==> src/rtl/capture_sequencer.sv <==
module capture_sequencer #(
  parameter int DW       = 16,
  parameter int RW       = 12,
  parameter int OW       = 16,
  parameter int NSAMP    = 1024,
  parameter int SUP_LOG2 = 8,
  parameter int TMP_LOG2 = 6,
  localparam int AW      = $clog2(NSAMP),
  localparam int AVGMAX  = (SUP_LOG2 > TMP_LOG2) ? SUP_LOG2 : TMP_LOG2,
  localparam int CW      = (AW > AVGMAX) ? AW : AVGMAX,
  localparam int ACCW    = RW + AVGMAX
) (
  input  logic          clk,
  input  logic          rst_n,
  input  logic          start,
  input  logic          smp_vld,
  input  logic [DW-1:0] acc_in,
  input  logic [DW-1:0] aux1_in,
  input  logic [DW-1:0] aux2_in,
  input  logic          sup_vld,
  input  logic [RW-1:0] sup_in,
  input  logic          tmp_vld,
  input  logic [RW-1:0] tmp_in,
  output logic          wr_en,
  output logic [AW-1:0] wr_addr,
  output logic [DW-1:0] wr_acc,
  output logic [DW-1:0] wr_aux1,
  output logic [DW-1:0] wr_aux2,
  output logic [OW-1:0] sup_res,
  output logic [OW-1:0] tmp_res,
  output logic          busy,
  output logic          done
);

  typedef enum logic [1:0] {S_IDLE, S_FILL, S_SUP, S_TMP} state_t;

  localparam logic [CW-1:0] LAST_FILL = CW'(NSAMP - 1);
  localparam logic [CW-1:0] LAST_SUP  = CW'((1 << SUP_LOG2) - 1);
  localparam logic [CW-1:0] LAST_TMP  = CW'((1 << TMP_LOG2) - 1);

  state_t          st;
  logic [CW-1:0]   cnt;
  logic [ACCW-1:0] acc;
  logic [ACCW-1:0] sup_sum, tmp_sum, sup_avg, tmp_avg;
  logic            sup_take, tmp_take;

  assign wr_en    = (st == S_FILL) && smp_vld;
  assign wr_addr  = cnt[AW-1:0];
  assign wr_acc   = acc_in;
  assign wr_aux1  = aux1_in;
  assign wr_aux2  = aux2_in;
  assign busy     = (st != S_IDLE);
  assign sup_take = (st == S_SUP) && sup_vld;
  assign tmp_take = (st == S_TMP) && tmp_vld;
  assign sup_sum  = acc + ACCW'(sup_in);
  assign tmp_sum  = acc + ACCW'(tmp_in);
  assign sup_avg  = sup_sum >> SUP_LOG2;
  assign tmp_avg  = tmp_sum >> TMP_LOG2;

  always_ff @(posedge clk or negedge rst_n) begin
    if (!rst_n) begin
      st      <= S_IDLE;
      cnt     <= '0;
      acc     <= '0;
      sup_res <= '0;
      tmp_res <= '0;
      done    <= 1'b0;
    end else begin
      done <= 1'b0;
      unique case (st)
        S_IDLE: if (start) begin
          st  <= S_FILL;
          cnt <= '0;
          acc <= '0;
        end
        S_FILL: if (wr_en) begin
          if (cnt == LAST_FILL) begin
            st  <= S_SUP;
            cnt <= '0;
          end else begin
            cnt <= cnt + 1'b1;
          end
        end
        S_SUP: if (sup_take) begin
          if (cnt == LAST_SUP) begin
            st      <= S_TMP;
            cnt     <= '0;
            acc     <= '0;
            sup_res <= OW'(sup_avg[RW-1:0]);
          end else begin
            cnt <= cnt + 1'b1;
            acc <= sup_sum;
          end
        end
        S_TMP: if (tmp_take) begin
          if (cnt == LAST_TMP) begin
            st      <= S_IDLE;
            cnt     <= '0;
            acc     <= '0;
            tmp_res <= OW'(tmp_avg[RW-1:0]);
            done    <= 1'b1;
          end else begin
            cnt <= cnt + 1'b1;
            acc <= tmp_sum;
          end
        end
        default: st <= S_IDLE;
      endcase
    end
  end

endmodule


==> config.mk <==
export PLATFORM = sky130hd
export DESIGN_NAME = capture_sequencer
export DESIGN_NICKNAME = d
export VERILOG_FILES = /design/src/rtl/capture_sequencer.sv
export SDC_FILE = /design/constraint.sdc
export NUM_CORES = 1
export LEC_CHECK = 0
export ABC_AREA = 1
export BUFFER_PORTS_ARGS = -buffer_cell sky130_fd_sc_hd__buf_4
export CAP_MARGIN = 25
export CORE_MARGIN = 2
export CORE_UTILIZATION = 56
export CTS_CLUSTER_SIZE = 8
export DETAILED_ROUTE_END_ITERATION = 12
export GPL_ROUTABILITY_DRIVEN = 1
export PLACE_DENSITY = 0.88
export SLEW_MARGIN = 30
export SYNTH_ARGS = -nofsm -noshare
export SYNTH_HDL_FRONTEND = slang
export SYNTH_SLANG_ARGS = --single-unit
==> constraint.sdc <==
create_clock -name clk -period 3.05 [get_ports clk]
set_input_delay 0.915 -clock clk [delete_from_list [all_inputs] [get_ports clk]]
set_output_delay 0.915 -clock clk [all_outputs]
set_load 0.03 [all_outputs]
==> results.ini <==
[global_route]
grt_usage = 0.261
antenna_found_initial = 0
grt.overflow.total = 0
first_global_vias = 4256
grt_pass1_wl_mm = 20.5
grt_max_degree = 58

[synth]
syn_inst = 765
synth_compound_area_frac = 0.0637
synth-edff-count = 0
ys_seq_area_frac = 0.281
synth_mux_area_frac = 0
synth-adder-area-share = 0.0844
synth-simple-area-share = 0.374
ys_warn_count = 0
syn_area_per_cell_um2 = 6.63
yosys-top-cells-area = dfrtp_1, nand2_1, nand3_1
synth_seq_cells = 57
synth-xor-area-share = 0.0294
yosysTopAreaCell = dfrtp_1
netlist_area_um2 = 5070
synth_top_cell_area_share = 0.281
synth_ff_type = dfrtp_1
synthArstFlopShare = 1.00
ys_types = 38
synth_top_family_by_area = simple AND/OR/NAND/NOR gates

[timing]
setup_ws_ns = 0.634
fin_crit_ns = 2.42
drv_slew = 0
rsz0062_at_grt = no
max-slew-margin-rel = 0.507
fin_crit_sh = 0.792
tightest_slew_ns = 0.739
max_freq_mhz = 414
skew_ns = 0.0123
hold_viol = 0
setup_viol = 0
fin_setup_tns_ns = 0

[place]
place_congestion = 0.984
place_ws_ns = 0.337
portBuffers = 66
dpl.hpwl_mm = 9.61

[outcome]
status = finished clean

[setup_path]
timing.rr.end = acc[12]$_DFFE_PN0P_
r2r_cells = 13
crit_type = primary input to register
r2r_start = acc[0]$_DFFE_PN0P_
critical_path.endpoint_type = register
reg2reg_slack_ns = 0.89
critPathRequiredTime_ns = 3.34
critPathMaxFanout = 3
timing.critical_path.from_type = primary input
critPathArrivalTime_ns = 2.71

[drt]
viasPerCell = 5.37
dr.pass1.iters = 5
ant_nets = 0
drcViolationCount = 0
dr_total_vias = 4816
wirelength_mm = 12.7
wl_per_cell_um = 14.1
drt_iter0_drc = 373

[layout]
syn2layout_area_growth_pct = 7.70
antenna_cells = 0
drive_gt1_frac = 0.139
utilization = 0.623
final_nets = 895

[clock_network]
cts_buffer_depth = 2
cts_buffers = 9
cts_resized = 0
clock_latency_ns = 0.36
cts-root-buf = clkbuf_8
hold_buffers = 0
cts_setup_buffers = 0
cts.sinks = 57
clkTransAtPathRegs_ns = 0.06
htreeDepth = 3
cts_tree = yes

[pwr]
ir_drop_v = 0.000520
finalPower_mw = 4.77
power_density_nw_per_um2 = 875
p_leak_nw = 3.11

[floorplanning]
start_util = 0.578
die_x_um = 99.1
rows = 34
die_h_um = 99.1
ios = 171
die-area_um2 = 9830
core_um2 = 8760

[hold_path]
min_to = sup_res[9]$_DFFE_PN0P_
min_from = sup_res[9]$_DFFE_PN0P_
hold_path_depth = 2
hold_class = register to register

[job]
cap_viol_max_count = 0

[metal layers]
layer	share of wire	global-route usage
met5	0	0
met4	0.019	0.0864
met3	0.082	0.0365
met2	0.46	0.427
met1	0.44	0.358
[Yosys cell counts (3+ instances only)]
library cell	instances
buf_4	56
nor3_1	5
nand2_1	277
clkbuf_1	4
o21ai_0	22
nand3_1	85
nor3_2	3
inv_2	6
buf_2	4
xnor2_1	13
nor2_1	50
nand4_1	4
a21oi_1	21
dfrtp_1	57
nand2_2	4
o22ai_1	7
ha_1	31
buf_6	4
o21a_1	3
xor2_1	4
nor2_4	4
inv_1	82
[kinds of logic (layout without fill, tap and decap cells)]
kind of cell               Yosys count  count (layout)
DFF                                 57              57
adders and majority gates           33              33
xor gates and xnor gates            17              17
other                                1               8
AOI/OAI and AO/OA                   57              57
and+or+nand+nor                    442             442
buffers and inverters              158             175
[how the worst max path moves through the flow]
stage / startpoint / endpoint / slack (ns) / depth (start not counted)
6_report: tmp_in[0] / acc[12]$_DFFE_PN0P_ / 0.63 / 14
5_1_grt: tmp_in[0] / acc[12]$_DFFE_PN0P_ / 0.52 / 14
4_1_cts: tmp_in[0] / acc[12]$_DFFE_PN0P_ / 0.68 / 14
3_5_place_dp: tmp_in[0] / acc[12]$_DFFE_PN0P_ / 0.34 / 13
3_3_place_gp: tmp_in[0] / acc[12]$_DFFE_PN0P_ / 0.38 / 14
2_1_floorplan: tmp_in[0] / acc[12]$_DFFE_PN0P_ / 0.65 / 12
[cell type report]
| class | instances | area, um2 |
|---|---|---|
| Fill cell | 812 | 3300 |
| Multi-Input combinational cell | 557 | 2830 |
| Sequential cell | 57 | 1430 |
| Timing Repair Buffer | 69 | 518 |
| Inverter | 90 | 340 |
| Tap cell | 108 | 135 |
| Clock buffer | 11 | 131 |
| Clock inverter | 5 | 80.1 |
[flip-flops by register name (all words and copies together) (netlist names)]
signal	count
tmp_res	12
st	2
done	1
acc	20
sup_res	12
wr_addr	10
[layout by cell type (no fill, tap or decap), types with 2 or more instances in the layout]
| cell type | instances |
|---|---|
| xor2_1 | 4 |
| ha_1 | 31 |
| buf_4 | 69 |
| bufinv_16 | 2 |
| nor3_1 | 5 |
| nand2_2 | 4 |
| o22ai_1 | 7 |
| nand3b_1 | 2 |
| conb_1 | 8 |
| nor2_4 | 4 |
| inv_1 | 82 |
| xnor2_1 | 13 |
| a21oi_1 | 21 |
| nand3_1 | 85 |
| o21ai_0 | 22 |
| inv_2 | 6 |
| fa_1 | 2 |
| dfrtp_1 | 57 |
| nand2_1 | 277 |
| clkbuf_8 | 9 |
| nor2_2 | 2 |
| clkbuf_1 | 2 |
| nand4_1 | 4 |
| nor3_2 | 3 |
| clkinvlp_4 | 2 |
| o21a_1 | 3 |
| nor2_1 | 50 |
[where the power goes]
group | switching, mW | internal (mW)
logic | 1.90 | 0.965
clock network | 0.332 | 0.459
registers | 0.200 | 0.923
[critical path, stage by stage]
cell	delay (ns)
buf_4	0.11
ha_1	0.22
fa_1	0.42
nand3_1	0.11
nand3_1	0.12
nand2_1	0.09
nand2_1	0.13
a21oi_1	0.20
inv_1	0.06
nand2_1	0.07
nand3_1	0.07
nand2_1	0.09
nand2_1	0.04
nand2_1	0.06
[metrics by stage]
step	hold WS, ns	instances	cell area (um2)
global route	0.509	897	5460
floorplan	0.478	772	5090
CTS	0.486	897	5460
global placement	0.464	881	5250
finish	0.482	897	5460
detailed placement	0.468	881	5250
(Power assumes the default switching activity.)
